$ cat src/rtl/mdio_pkg.sv
package mdio_pkg;
  localparam int REG_W   = 32;
  localparam int PHY_W   = 5;
  localparam int RA_W    = 5;
  localparam int DIV_W   = 2;
  localparam int RDATA_W = 16;

  // command register layout
  localparam int BUSY_BIT = 0;
  localparam int WR_BIT   = 1;
  localparam int RA_LSB   = WR_BIT + 1;
  localparam int PHY_LSB  = RA_LSB + RA_W;
  localparam int DIV_LSB  = PHY_LSB + PHY_W;
  localparam int CMD_TOP  = DIV_LSB + DIV_W - 1;

  localparam logic ADDR_CMD  = 1'b0;
  localparam logic ADDR_DATA = 1'b1;

  typedef struct packed {
    logic [DIV_W-1:0] div;
    logic [PHY_W-1:0] phy;
    logic [RA_W-1:0]  ra;
    logic             wr;
  } mdio_cmd_t;
endpackage

$ cat src/rtl/mdio_clk_div.sv
module mdio_clk_div
  import mdio_pkg::*;
#(
  parameter int BASE_LOG2 = 4
) (
  input  logic             clk,
  input  logic             rst,
  input  logic             active,
  input  logic             start,
  input  logic [DIV_W-1:0] sel,
  output logic             mdc,
  output logic             rise,
  output logic             fall
);
  localparam int MAX_HALF_LOG2 = BASE_LOG2 - 1 + (2 ** DIV_W) - 1;
  localparam int CNT_W         = MAX_HALF_LOG2 + 1;

  logic [CNT_W-1:0] cnt;
  logic [CNT_W-1:0] half_m1;
  logic [DIV_W-1:0] sel_q;
  logic             edge_now;

  always_comb begin
    half_m1  = (CNT_W'(1) << (BASE_LOG2 - 1 + int'(sel_q))) - CNT_W'(1);
    edge_now = active && (cnt == half_m1);
    rise     = edge_now && !mdc;
    fall     = edge_now && mdc;
  end

  always_ff @(posedge clk) begin
    if (rst) begin
      cnt   <= '0;
      mdc   <= 1'b0;
      sel_q <= '0;
    end else if (start) begin
      cnt   <= '0;
      mdc   <= 1'b0;
      sel_q <= sel;
    end else if (active) begin
      if (edge_now) begin
        cnt <= '0;
        mdc <= ~mdc;
      end else begin
        cnt <= cnt + CNT_W'(1);
      end
    end else begin
      cnt <= '0;
      mdc <= 1'b0;
    end
  end
endmodule

$ cat src/rtl/mdio_shift_engine.sv
module mdio_shift_engine
  import mdio_pkg::*;
#(
  parameter int PRE_LEN = 32
) (
  input  logic               clk,
  input  logic               rst,
  input  logic               start,
  input  mdio_cmd_t          cmd,
  input  logic [RDATA_W-1:0] wdata,
  input  logic               rise,
  input  logic               fall,
  input  logic               mdio_i,
  output logic               mdio_o,
  output logic               mdio_oe,
  output logic               done,
  output logic [RDATA_W-1:0] rd_data
);
  localparam int TA_POS    = PRE_LEN + 4 + PHY_W + RA_W;
  localparam int DATA_POS  = TA_POS + 2;
  localparam int FRAME_LEN = DATA_POS + RDATA_W;
  localparam int IDX_W     = $clog2(FRAME_LEN);

  logic [FRAME_LEN-1:0] shreg;
  logic [FRAME_LEN-1:0] frame;
  logic [IDX_W-1:0]     idx;
  logic                 is_wr;
  logic [RDATA_W-1:0]   rd_sh;
  logic                 last;

  always_comb begin
    frame = {{PRE_LEN{1'b1}}, 2'b01, (cmd.wr ? 2'b01 : 2'b10),
             cmd.phy, cmd.ra, 2'b10,
             (cmd.wr ? wdata : {RDATA_W{1'b1}})};
    last  = (idx == IDX_W'(FRAME_LEN - 1));
    done  = fall && last;
  end

  assign rd_data = rd_sh;

  always_ff @(posedge clk) begin
    if (rst) begin
      shreg   <= '0;
      idx     <= '0;
      is_wr   <= 1'b0;
      mdio_o  <= 1'b1;
      mdio_oe <= 1'b0;
      rd_sh   <= '0;
    end else if (start) begin
      shreg   <= frame;
      idx     <= '0;
      is_wr   <= cmd.wr;
      mdio_o  <= frame[FRAME_LEN-1];
      mdio_oe <= 1'b1;
    end else begin
      if (rise && !is_wr && (int'(idx) >= DATA_POS))
        rd_sh <= {rd_sh[RDATA_W-2:0], mdio_i};
      if (fall) begin
        if (last) begin
          mdio_oe <= 1'b0;
          mdio_o  <= 1'b1;
        end else begin
          idx     <= idx + IDX_W'(1);
          shreg   <= shreg << 1;
          mdio_o  <= shreg[FRAME_LEN-2];
          mdio_oe <= is_wr || ((int'(idx) + 1) < TA_POS);
        end
      end
    end
  end
endmodule

$ cat src/rtl/mdio_regfile.sv
module mdio_regfile
  import mdio_pkg::*;
(
  input  logic               clk,
  input  logic               rst,
  input  logic               wr_en,
  input  logic               addr,
  input  logic [REG_W-1:0]   wdata,
  input  logic               done,
  input  logic [RDATA_W-1:0] rd_data,
  output logic               start,
  output mdio_cmd_t          cmd_q,
  output logic [RDATA_W-1:0] data_q,
  output logic               busy,
  output logic [REG_W-1:0]   rdata
);
  logic unused_wbits;
  assign unused_wbits = ^wdata[REG_W-1:CMD_TOP+1];

  assign start = wr_en && (addr == ADDR_CMD) && wdata[BUSY_BIT] && !busy;

  always_ff @(posedge clk) begin
    if (rst) begin
      cmd_q  <= '0;
      busy   <= 1'b0;
      data_q <= '0;
    end else begin
      if (start) begin
        cmd_q <= mdio_cmd_t'(wdata[CMD_TOP:WR_BIT]);
        busy  <= 1'b1;
      end else if (done) begin
        busy <= 1'b0;
        if (!cmd_q.wr)
          data_q <= rd_data;
      end
      if (wr_en && (addr == ADDR_DATA) && !busy)
        data_q <= wdata[RDATA_W-1:0];
    end
  end

  always_ff @(posedge clk) begin
    if (rst)
      rdata <= '0;
    else if (addr == ADDR_CMD)
      rdata <= {{(REG_W-CMD_TOP-1){1'b0}}, cmd_q, busy};
    else
      rdata <= {{(REG_W-RDATA_W){1'b0}}, data_q};
  end
endmodule

$ cat src/rtl/mdio_cmd_ctrl.sv
module mdio_cmd_ctrl
  import mdio_pkg::*;
#(
  parameter int BASE_DIV_LOG2 = 4,
  parameter int PREAMBLE_LEN  = 32
) (
  input  logic        clk,
  input  logic        rst,
  input  logic        reg_addr,
  input  logic        reg_wr,
  input  logic [31:0] reg_wdata,
  output logic [31:0] reg_rdata,
  output logic        mdc,
  output logic        mdio_o,
  output logic        mdio_oe,
  input  logic        mdio_i
);
  logic               start;
  logic               busy;
  logic               done;
  logic               rise;
  logic               fall;
  mdio_cmd_t          cmd_q;
  logic [RDATA_W-1:0] data_q;
  logic [RDATA_W-1:0] rd_data;

  mdio_regfile u_regs (
    .clk     (clk),
    .rst     (rst),
    .wr_en   (reg_wr),
    .addr    (reg_addr),
    .wdata   (reg_wdata),
    .done    (done),
    .rd_data (rd_data),
    .start   (start),
    .cmd_q   (cmd_q),
    .data_q  (data_q),
    .busy    (busy),
    .rdata   (reg_rdata)
  );

  mdio_clk_div #(.BASE_LOG2(BASE_DIV_LOG2)) u_div (
    .clk    (clk),
    .rst    (rst),
    .active (busy),
    .start  (start),
    .sel    (reg_wdata[CMD_TOP:DIV_LSB]),
    .mdc    (mdc),
    .rise   (rise),
    .fall   (fall)
  );

  mdio_shift_engine #(.PRE_LEN(PREAMBLE_LEN)) u_eng (
    .clk     (clk),
    .rst     (rst),
    .start   (start),
    .cmd     (mdio_cmd_t'(reg_wdata[CMD_TOP:WR_BIT])),
    .wdata   (data_q),
    .rise    (rise),
    .fall    (fall),
    .mdio_i  (mdio_i),
    .mdio_o  (mdio_o),
    .mdio_oe (mdio_oe),
    .done    (done),
    .rd_data (rd_data)
  );
endmodule

$ cat config.mk
export PLATFORM = sky130hd
export DESIGN_NAME = mdio_cmd_ctrl
export DESIGN_NICKNAME = d
export VERILOG_FILES = /design/src/rtl/mdio_pkg.sv /design/src/rtl/mdio_clk_div.sv /design/src/rtl/mdio_shift_engine.sv /design/src/rtl/mdio_regfile.sv /design/src/rtl/mdio_cmd_ctrl.sv
export SDC_FILE = /design/constraint.sdc
export NUM_CORES = 1
export LEC_CHECK = 0
export BUFFER_PORTS_ARGS = -buffer_cell sky130_fd_sc_hd__buf_2
export CELL_PAD_IN_SITES_DETAIL_PLACEMENT = 0
export CELL_PAD_IN_SITES_GLOBAL_PLACEMENT = 2
export CORE_MARGIN = 2
export CORE_UTILIZATION = 38
export CTS_BUF_LIST = sky130_fd_sc_hd__clkbuf_16
export CTS_CLUSTER_SIZE = 40
export DETAILED_ROUTE_END_ITERATION = 16
export PLACE_DENSITY = 0.83
export SKIP_LAST_GASP = 1
export SYNTH_ARGS = -nofsm -noshare
export SYNTH_HDL_FRONTEND = slang
export SYNTH_HIERARCHICAL = 1
export SYNTH_SLANG_ARGS = --single-unit
$ cat constraint.sdc
create_clock -name clk -period 7.4 [get_ports clk]
set_clock_uncertainty 0.15 [all_clocks]
set_input_delay 0.74 -clock clk [delete_from_list [all_inputs] [get_ports clk]]
set_output_delay 0.74 -clock clk [all_outputs]
set_load 0.01 [all_outputs]
==> results of run 1 <==
## routing by layer
metal | vias up | track usage (%) | routed length (microns)
met4 | 0 | 6.64 | 203
met5 | - | 0 | 0
met3 | 11 | 4.01 | 637
li1 | 2446 | - | -
met2 | 90 | 28.1 | 7120
met1 | 2326 | 22.6 | 6800
## worst max-delay path: stages, from the launching register on
cell and delay [ns]:
dfxtp_1 0.41, xnor2_1 0.16, o311ai_1 0.21, nor4b_1 0.51, buf_4 0.26, and3_1 0.20, nand2b_1 0.41, or2_1 0.72
a211oi_1 0.34
## final timing paths
kind                            to            start  slack, ns  cells after the start
setup / recovery  u_regs/data_q[7]     u_div/cnt[2]       3.91                      8
hold reg to reg    u_eng/shreg[49]  u_eng/shreg[49]       0.30                      2
setup reg to reg  u_regs/data_q[7]     u_div/cnt[2]       3.91                      8
hold / removal     u_eng/shreg[49]  u_eng/shreg[49]       0.30                      2
## sequential cells by signal (all words and copies together) (netlist names)
| signal | count |
|---|---|
| u_eng/mdio_o | 1 |
| u_regs/rdata | 16 |
| u_eng/idx | 6 |
| u_regs/cmd_q | 13 |
| u_eng/shreg | 63 |
| u_div/mdc | 1 |
| u_eng/rd_data | 16 |
| u_eng/mdio_oe | 1 |
| u_eng/is_wr | 1 |
| u_regs/busy | 1 |
| u_div/cnt | 7 |
| u_div/sel_q | 2 |
| u_regs/data_q | 16 |
## final cells by class
cell class / instances / area, sq um / area share (%)
flip-flops and latches: 144 / 2880 / 42.0
multi-input cells: 495 / 2790 / 40.7
repair buffers: 45 / 243 / 3.54
clock buffers: 17 / 425 / 6.20
clock inverters: 15 / 175 / 2.55
well taps: 216 / 270 / 3.94
inverters: 19 / 71.3 / 1.04
## metrics by stage
| step | instance area [sq um] | hold slack (ns) | power (uW) | setup slack (ns) | cells |
|---|---|---|---|---|---|
| after floorplan | 6200 | 0.276 | 926 | 4.56 | 730 |
| after global placement | 6260 | 0.288 | 952 | 3.90 | 919 |
| after detailed placement | 6260 | 0.293 | 954 | 3.87 | 919 |
| after CTS | 6860 | 0.302 | 1840 | 3.92 | 951 |
| after global routing | 6860 | 0.316 | 1890 | 3.68 | 951 |
| final | 6860 | 0.299 | 1810 | 3.91 | 951 |
## kinds of logic (layout without fill, tap and decap cells)
| family | count (synthesis) | count (layout) |
|---|---|---|
| AOI/OAI and AO/OA | 215 | 215 |
| and+or+nand+nor | 232 | 232 |
| muxes | 16 | 16 |
| adders and majority gates | 3 | 3 |
| DFF | 144 | 144 |
| buffers and inverters | 91 | 96 |
| xor gates and xnor gates | 11 | 11 |
| other | 2 | 18 |
## cells in the final DEF, fill, tap and decap left out, drive strengths merged, types with 4 or more instances in the layout
cell,synthesis,routed
and3b,4,4
clkbuf,23,17
a221oi,12,12
o21ai,8,8
a211oi,25,25
clkinv,0,8
o21bai,16,16
inv,19,20
dfxtp,144,144
nand2,129,129
buf,49,45
nand3,6,6
conb,2,18
bufinv,0,4
nor4,16,16
and3,5,5
nor2,53,53
a21oi,140,140
xnor2,8,8
mux2i,16,16
## report_power, final
part	total (uW)	switching (uW)	internal (uW)
clock network	877	322	555
logic	113	72.3	40.9
registers	825	18.5	806
total	1810	413	1400
==> out/results.ini, run 1 <==
[outcome]
status = completed

[worst_setup_path]
crit_type = register to register
startpoint_type = register
end_kind = register
path_max_fanout = 17
required_ns = 7.57
cp.arrival_ns = 3.66

[logic_synthesis]
synth_top_family_by_area = compound AO/OA/AOI/OAI gates
syn_avg_cell_area_sq_um = 8.60
synthAdderAreaFrac_pct = 0.611
synth_ff_type = dfxtp_1
ys_async_sr_fraction_pct = 0
synth_compound_area_share_pct = 23.0
syn_area_sq_mm = 0.00614
synth_mux_area_share_pct = 2.61
yosysSeqAreaShare_pct = 46.9
synth_xor_area_share_pct = 1.57
synth_top_cell_by_area = dfxtp_1
ys_ff_latch = 144
yosys.area.top_type_share_pct = 46.9
synth-simple-area-share_pct = 16.6
ys_top_cells_by_area = dfxtp_1 47%, a21oi_1 11%, nand2_1 7.9%
ys_warn_count = 6
synth.most_common_cell = dfxtp_1
synth_cell_type_count = 53
syn_inst = 714
yosys-top-cells-count = 144 x dfxtp_1, 138 x a21oi_1, 129 x nand2_1
synth_edf_count = 0

[clocking]
post_cts_buffers = 0
clkTransAtPathRegs_ns = 0.06
root_buffer = clkbuf_16
ctsHoldBuffers = 0
htreeDepth = 4
cts_sinks = 144
cts_resized = 0
numCtsBuffers = 17
clock_latency_ns = 0.43
cts_tree = done
clockBufferDepth = 2

[sta]
fin_crit_ns = 3.49
clock.fmax_mhz = 287
maxSlewHeadroom_pct = 18.7
setup_tns_ns = 0
report.final.slew_viol_count = 0
hold_viol_final = 0
fin_crit_sh_pct = 47.1
setup_viol = 0
rsz0062_at_grt = no
worstMarginPinSlew_ns = 1.22

[placed_design]
port-buffer-count = 39
dp_hpwl_mm = 9.03
gp_congestion = 0.759

[grt]
grt_pass1_wl_mm = 24.1
grt_antenna_before_repair = 0
grt-ovfl-total = 0
grt_max_degree = 68
grt_use_total_pct = 17.4
grt_pass1_vias = 4607

[floorplanning]
start_util_pct = 38.8
core-area_sq_mm = 0.0158
die_x_microns = 131
io_pins = 72
die_h_microns = 131
std_cell_rows = 46
dieArea_sq_mm = 0.0172

[final_layout]
area_growth_pct = 11.7
drive_above_1_share_pct = 14.4
fin_nets = 762
nFillCells = 1629
antennaDiodeCount = 0
post-route-util_pct = 43.4

[route]
drc = 0
drt_iter0_markers = 329
drt_wl_total_mm = 14.8
antenna_left = 0
drtPass1Iterations = 5
wl_per_cell_microns = 15.5
vias = 4873
viasPerCell = 5.12

[power]
max-vdd-ir-drop_uv = 160
leakagePower_uw = 0.00255
power_density_mw_per_mm2 = 265

[run]
cap_violations = 0

[hold_path]
hold_class = register to register

(Power assumes the default switching activity.)
==> run 2, diff against run 1 <==
- ABC_AREA: not set -> 1
- CORE_UTILIZATION: 38 -> 34
- PLACE_DENSITY: 0.83 -> 0.79
- clock period: 7.4 -> 3.45 ns (I/O delays scaled with it)
==> run 2 against run 1 <==
Compared with the run above:
- register-to-register slack worse by 3.3 ns
- synthesized cell count up 11%
- worst hold slack lost 0.25 ns
- power increased by 110%
- via count rose by 1.6%
- global-route usage shrank 1.1 points
==> out/results.ini, run 2 <==
[sta]
setup_viol = 0  ; unchanged
report.final.slew_viol_count = 0  ; unchanged
fin_crit_sh_pct = 83.0  ; was 47.1%
worstMarginPinSlew_ns = 1.12  ; was 1.22 ns
hold_viol_final = 0  ; unchanged
maxSlewHeadroom_pct = 25.2  ; was 18.7%
setup_tns_ns = 0  ; unchanged
clock.fmax_mhz = 349  ; was 287 MHz
fin_crit_ns = 2.86  ; was 3.49 ns
rsz0062_at_grt = no  ; unchanged

[clocking]
ctsHoldBuffers = 0  ; unchanged
clock_latency_ns = 0.42  ; was 0.43 ns
cts_tree = done  ; unchanged
root_buffer = clkbuf_16  ; unchanged
cts_sinks = 144  ; unchanged
htreeDepth = 4  ; unchanged
cts_resized = 0  ; unchanged
post_cts_buffers = 0  ; unchanged
numCtsBuffers = 17  ; unchanged
clkTransAtPathRegs_ns = 0.06  ; about the same
clockBufferDepth = 2  ; unchanged

[logic_synthesis]
synth_mux_area_share_pct = 0  ; was 2.61%
ys_ff_latch = 144  ; unchanged
synth_top_family_by_area = simple AND/OR/NAND/NOR gates  ; was compound AO/OA/AOI/OAI gates
ys_top_cells_by_area = dfxtp_1 48%, nor2_1 12%, nand2_1 6.1%  ; was dfxtp_1 47%, a21oi_1 11%, nand2_1 7.9%
synth_compound_area_share_pct = 16.2  ; was 23.0%
synth.most_common_cell = nor2_1  ; was dfxtp_1
synth_ff_type = dfxtp_1  ; unchanged
synthAdderAreaFrac_pct = 0.620  ; was 0.611%
syn_area_sq_mm = 0.00606  ; was 0.00614 sq mm
yosysSeqAreaShare_pct = 47.6  ; was 46.9%
synth-simple-area-share_pct = 23.6  ; was 16.6%
synth_top_cell_by_area = dfxtp_1  ; unchanged
ys_async_sr_fraction_pct = 0  ; unchanged
synth_edf_count = 0  ; unchanged
syn_avg_cell_area_sq_um = 7.63  ; was 8.60 sq um
syn_inst = 794  ; was 714
yosys-top-cells-count = 187 x nor2_1, 144 x dfxtp_1, 99 x nand2_1  ; was 144 x dfxtp_1, 138 x a21oi_1, 129 x nand2_1
synth_cell_type_count = 38  ; was 53
synth_xor_area_share_pct = 0.723  ; was 1.57%
ys_warn_count = 6  ; unchanged
yosys.area.top_type_share_pct = 47.6  ; was 46.9%

[final_layout]
regMostFlops = u_eng/shreg  ; unchanged
fin_nets = 855  ; was 762
final_common_cell = nor2_1  ; was dfxtp_1
mostFrequentLayoutCells = 187 x nor2_1, 144 x dfxtp_1, 99 x nand2_1, 66 x o21ai_0, 53 x inv_1  ; was 144 x dfxtp_1, 138 x a21oi_1, 129 x nand2_1, 53 x nor2_1, 38 x buf_2
nFillCells = 1804  ; was 1,629
largest_reg_flops = 63  ; unchanged
area_growth_pct = 12.5  ; was 11.7%
post-route-util_pct = 39.2  ; was 43.4%
drive_above_1_share_pct = 12.8  ; was 14.4%
antennaDiodeCount = 0  ; unchanged

[grt]
grt_pass1_vias = 4662  ; was 4,607
grt-ovfl-total = 0  ; unchanged
grt_max_degree = 47  ; was 68
grt_antenna_before_repair = 0  ; unchanged
grt_pass1_wl_mm = 23.7  ; was 24.1 mm
grt_use_total_pct = 16.2  ; was 17.4%

[worst_setup_path]
critical-path-top-delay-family = buffers and inverters  ; was simple AND/OR/NAND/NOR gates
path_max_fanout = 34  ; was 17
cp.arrival_ns = 3.06  ; was 3.66 ns
startpoint_type = register  ; unchanged
r2r_cells = 13  ; was 8
critical_path_buf_inv_count = 5  ; was 1
end_kind = register  ; unchanged
cp_num_cells = 13  ; was 8
slowest_delay_ns = 0.43  ; was 0.72 ns
crit_type = register to register  ; unchanged
cp_slowest_cell = inv_2  ; was or2_1
path_cells = inv_1, nor2_4, nand3_2, nor2_2, nand4_1, inv_1, inv_1, nor2_4, nor2_4, inv_2, buf_12, o21ai_1, nor2_1  ; was xnor2_1, o311ai_1, nor4b_1, buf_4, and3_1, nand2b_1, or2_1, a211oi_1
required_ns = 3.65  ; was 7.57 ns

[power]
clkPwrFrac_pct = 47.7  ; was 48.3%
power_density_mw_per_mm2 = 567  ; was 265 mW/mm^2
p_sw_uw = 916  ; was 413 uW
sequentialPowerShare_pct = 45.6  ; was 45.4%
sw_frac_of_total_pct = 23.7  ; was 22.8%
max-vdd-ir-drop_uv = 347  ; was 160 uV
power.combinational.fraction_pct = 6.7  ; was 6.2%
p_int_uw = 2950  ; was 1400 uW
power_uw = 3860  ; was 1810 uW
leakagePower_uw = 0.00290  ; was 0.00255 uW

[route]
drtPass1Iterations = 5  ; unchanged
drc = 0  ; unchanged
antenna_left = 0  ; unchanged
vias = 4950  ; was 4,873
wl_per_cell_microns = 13.8  ; was 15.5 microns
drt_wl_total_mm = 14.6  ; was 14.8 mm
drt_iter0_markers = 291  ; was 329
viasPerCell = 4.70  ; was 5.12

[run]
cap_violations = 0  ; unchanged

[floorplanning]
std_cell_rows = 48  ; was 46
die_x_microns = 137  ; was 131 microns
io_pins = 72  ; unchanged
start_util_pct = 34.9  ; was 38.8%
core-area_sq_mm = 0.0174  ; was 0.0158 sq mm
dieArea_sq_mm = 0.0189  ; was 0.0172 sq mm
die_h_microns = 137  ; was 131 microns

[placed_design]
gp_congestion = 0.787  ; was 0.759
dp_hpwl_mm = 9.59  ; was 9.03 mm
port-buffer-count = 39  ; unchanged

[hold_path]
hold_class = input pin to register  ; was register to register
holdPathStages = 3  ; was 2

[outcome]
status = completed  ; unchanged

-- run 2: cell types whose count changed after synthesis, sizes merged, moves of 22 or more --
cell / before / now
nor2: 53 / 193
o21ai: 8 / 113
a21oi: 140 / 38
inv: 19 / 60
nand2: 129 / 104
a211oi: 25 / 3
-- run 2: power groups by stage --
stage                     combinational (uW)  clock, uW  sequential [uW]
after floorplan                          203          0             1800
after global placement                   255          0             1800
after detailed placement                 259          0             1800
after CTS                                260       1890             1760
after global routing                     294       1980             1770
final                                    259       1840             1760
-- run 2: per-stage QoR --
step	worst slack, ns	std cells	hold WS, ns	cell area (sq um)
after floorplan	1.34	810	0.264	6120
after global placement	0.686	1021	0.297	6220
after detailed placement	0.582	1021	0.307	6220
after CTS	0.558	1053	0.0238	6810
after global routing	0.221	1053	0.0685	6810
final	0.588	1053	0.0465	6810
-- run 2: worst paths after layout --
path                        start               end  slack, ns
hold / removal             mdio_i  u_eng/rd_data[0]       0.05
setup / recovery     u_div/cnt[0]   u_eng/shreg[57]       0.59
hold reg to reg   u_eng/shreg[16]   u_eng/shreg[16]       0.31
setup reg to reg     u_div/cnt[0]   u_eng/shreg[57]       0.59
-- run 2: cells by family after synthesis --
group                      after synthesis
and+or+nand+nor                        334
DFF                                    144
other                                    2
buffers and inverters                  121
AOI/OAI and AO/OA                      185
xor gates and xnor gates                 5
adders and majority gates                3
-- run 2: layout make-up --
| class | instances | area [sq um] | share of cell area, % |
|---|---|---|---|
| Multi-Input combinational cell | 545 | 2560 | 37.6 |
| Tap cell | 225 | 282 | 4.13 |
| Clock inverter | 15 | 169 | 2.48 |
| Sequential cell | 144 | 2880 | 42.3 |
| Inverter | 61 | 234 | 3.43 |
| Clock buffer | 17 | 425 | 6.25 |
| Timing Repair Buffer | 46 | 260 | 3.82 |
-- run 2: per-layer routing --
layer  wire length [microns]  global-route usage (%)
met1                    7010                    21.0
met2                    6880                    26.6
met3                     541                    4.60
met4                     121                    4.41
met5                       0                       0
-- run 2: worst min-delay path: cells and delay by family --
kind            cells  cell delay, ns
buf+inv             1            0.07
compound gates      1            0.07
simple gates        1            0.09
==> run 3, diff against run 2 <==
- ABC_AREA: 1 -> 0
- CORE_UTILIZATION: 34 -> 35
- PLACE_DENSITY: 0.79 -> 0.78
- clock period: 3.45 -> 2.72 ns (I/O delays scaled with it)
==> run 3 against run 2 <==
Compared with the run above:
- first-iteration DRC count shrank 4.8%
- worst hold slack lost 0.039 ns
- clock-buffer cell count is the same
==> out/results.ini, run 3 (synthesized netlist as in run 1, its figures left out) <==
[sta]
worstMarginPinSlew_ns = 0.761  ; was 1.12 ns
fin_crit_ns = 2.50  ; was 2.86 ns
fin_crit_sh_pct = 91.9  ; was 83.0%
rsz0062_at_grt = no  ; unchanged
maxSlewHeadroom_pct = 48.8  ; was 25.2%
clock.fmax_mhz = 400  ; was 349 MHz
setup_viol = 0  ; unchanged
hold_viol_final = 0  ; unchanged
report.final.slew_viol_count = 0  ; unchanged
setup_tns_ns = 0  ; unchanged

[grt]
grt_pass1_vias = 4770  ; was 4,662
top_usage_layer = met2  ; unchanged
grt_use_total_pct = 17.1  ; was 16.2%
grt_antenna_before_repair = 0  ; unchanged
grt-ovfl-total = 0  ; unchanged
grt.met1_usage_pct = 23.3  ; was 21.0%
grtUsageMet2_pct = 26.9  ; was 26.6%
grt_pass1_wl_mm = 24.7  ; was 23.7 mm
met3_usage_pct = 3.77  ; was 4.60%
grt_max_degree = 70  ; was 47

[clocking]
root_buffer = clkbuf_16  ; unchanged
clkTransAtPathRegs_ns = 0.07  ; was 0.06 ns
htreeDepth = 4  ; unchanged
clockBufferDepth = 2  ; unchanged
cts_tree = done  ; unchanged
cts_sinks = 144  ; unchanged
post_cts_buffers = 0  ; unchanged
clock_latency_ns = 0.42  ; about the same
numCtsBuffers = 17  ; unchanged

[floorplanning]
core-area_sq_mm = 0.0172  ; was 0.0174 sq mm
start_util_pct = 35.6  ; was 34.9%
dieArea_sq_mm = 0.0186  ; was 0.0189 sq mm
die_h_microns = 136  ; was 137 microns
std_cell_rows = 48  ; unchanged
io_pins = 72  ; unchanged
die_x_microns = 136  ; was 137 microns

[worst_setup_path]
path_max_fanout = 24  ; was 34
startpoint_type = register  ; unchanged
required_ns = 2.87  ; was 3.65 ns
cp.arrival_ns = 2.65  ; was 3.06 ns
end_kind = register  ; unchanged
crit_type = register to register  ; unchanged

[final_layout]
regArea_sq_mm = 0.00288  ; unchanged
final_common_cell = dfxtp_1  ; was nor2_1
antennaDiodeCount = 0  ; unchanged
largest_reg_flops = 63  ; unchanged
regMostFlops = u_eng/shreg  ; unchanged
stdcell_area_sq_mm = 0.00710  ; was 0.00681 sq mm
multi_input_area_sq_mm = 0.00280  ; was 0.00256 sq mm
nFillCells = 1712  ; was 1,804
area_growth_pct = 15.7  ; was 12.5%
drive_above_1_share_pct = 16.0  ; was 12.8%
mostFrequentLayoutCells = 144 x dfxtp_1, 138 x a21oi_1, 129 x nand2_1, 53 x nor2_1, 38 x buf_2  ; was 187 x nor2_1, 144 x dfxtp_1, 99 x nand2_1, 66 x o21ai_0, 53 x inv_1
fin_nets = 791  ; was 855

[placed_design]
dpl_cell_area_sq_mm = 0.00645  ; was 0.00622 sq mm
port-buffer-count = 39  ; unchanged
gp_congestion = 0.788  ; was 0.787
dp_hpwl_mm = 10.0  ; was 9.59 mm

[route]
drtPass1Iterations = 4  ; was 5
vias = 4945  ; was 4,950
antenna_left = 0  ; unchanged
drc = 0  ; unchanged
drt_wl_total_mm = 15.0  ; was 14.6 mm
drt_iter0_markers = 277  ; was 291
viasPerCell = 5.00  ; was 4.70
wl_per_cell_microns = 15.2  ; was 13.8 microns

[power]
max-vdd-ir-drop_uv = 457  ; was 347 uV
leakagePower_uw = 0.00265  ; was 0.00290 uW
power_density_mw_per_mm2 = 654  ; was 567 mW/mm^2

[outcome]
status = completed  ; unchanged

[hold_path]
hold_class = input pin to register  ; unchanged

[run]
cap_violations = 0  ; unchanged

-- run 3: changes by cell type in the layout (fill, tap and decap cells not counted), sizes merged, moves of 19 or more --
cell | previous run | this run
o21ai | 113 | 8
a211oi | 3 | 25
a21oi | 38 | 140
nand2 | 104 | 129
inv | 63 | 24
nor2 | 193 | 53
nand3 | 25 | 6
-- run 3: worst max-delay path, cell delays in order (launching register included) --
cell      delay, ns
dfxtp_1        0.42
xor2_1         0.17
o311ai_1       0.15
nor4b_2        0.43
buf_4          0.23
inv_2          0.07
a21o_4         0.26
buf_4          0.25
o221a_2        0.26
-- run 3: power by group --
group / leakage, uW / internal, uW / switching (uW)
clock: 0.000247 / 1150 / 916
combinational: 0.00123 / 132 / 201
sequential: 0.00117 / 2190 / 51.6
-- run 3: metal layers --
layer | vias up | routed length (microns) | part of all wire (%)
met4 | 0 | 174 | 1.2
met2 | 92 | 6910 | 46
met3 | 14 | 620 | 4.1
li1 | 2499 | - | -
met1 | 2340 | 7320 | 49
met5 | - | 0 | 0
-- run 3: cell type report --
class,count,area share (%)
Clock buffer,17,5.99
Sequential cell,144,40.6
Tap cell,225,3.96
Timing Repair Buffer,74,7.64
Inverter,19,1.00
Multi-Input combinational cell,495,39.4
Clock inverter,15,1.39
-- run 3: what timing repair did --
action	CTS	global route
resized for setup	0	0
hold buffers	13	0
endpoints found under the hold margin	20	0
-- run 3: path summary, 6_finish.rpt --
kind                                      start              end  slack, ns  cells after the start
worst max register to register   u_div/sel_q[1]     u_eng/idx[5]       0.22                      8
worst min-delay path              reg_wdata[10]  u_regs/cmd_q[9]      0.007                      3
worst min register to register  u_eng/shreg[10]  u_eng/shreg[10]       0.30                      2
worst max-delay path             u_div/sel_q[1]     u_eng/idx[5]       0.22                      8
-- run 3: stage by stage --
step           power [uW]  cells  util [%]  hold slack, ns  setup WS (ns)
2_1_floorplan        2520    730         -           0.194          0.180
3_3_place_gp         2600    944      37.4           0.288          0.238
3_5_place_dp         2610    944      37.4           0.295          0.229
4_1_cts              4710    989      41.2         0.00147          0.218
5_1_grt              4850    989      41.2          0.0243        0.00753
6_report             4650    989      41.2         0.00728          0.221
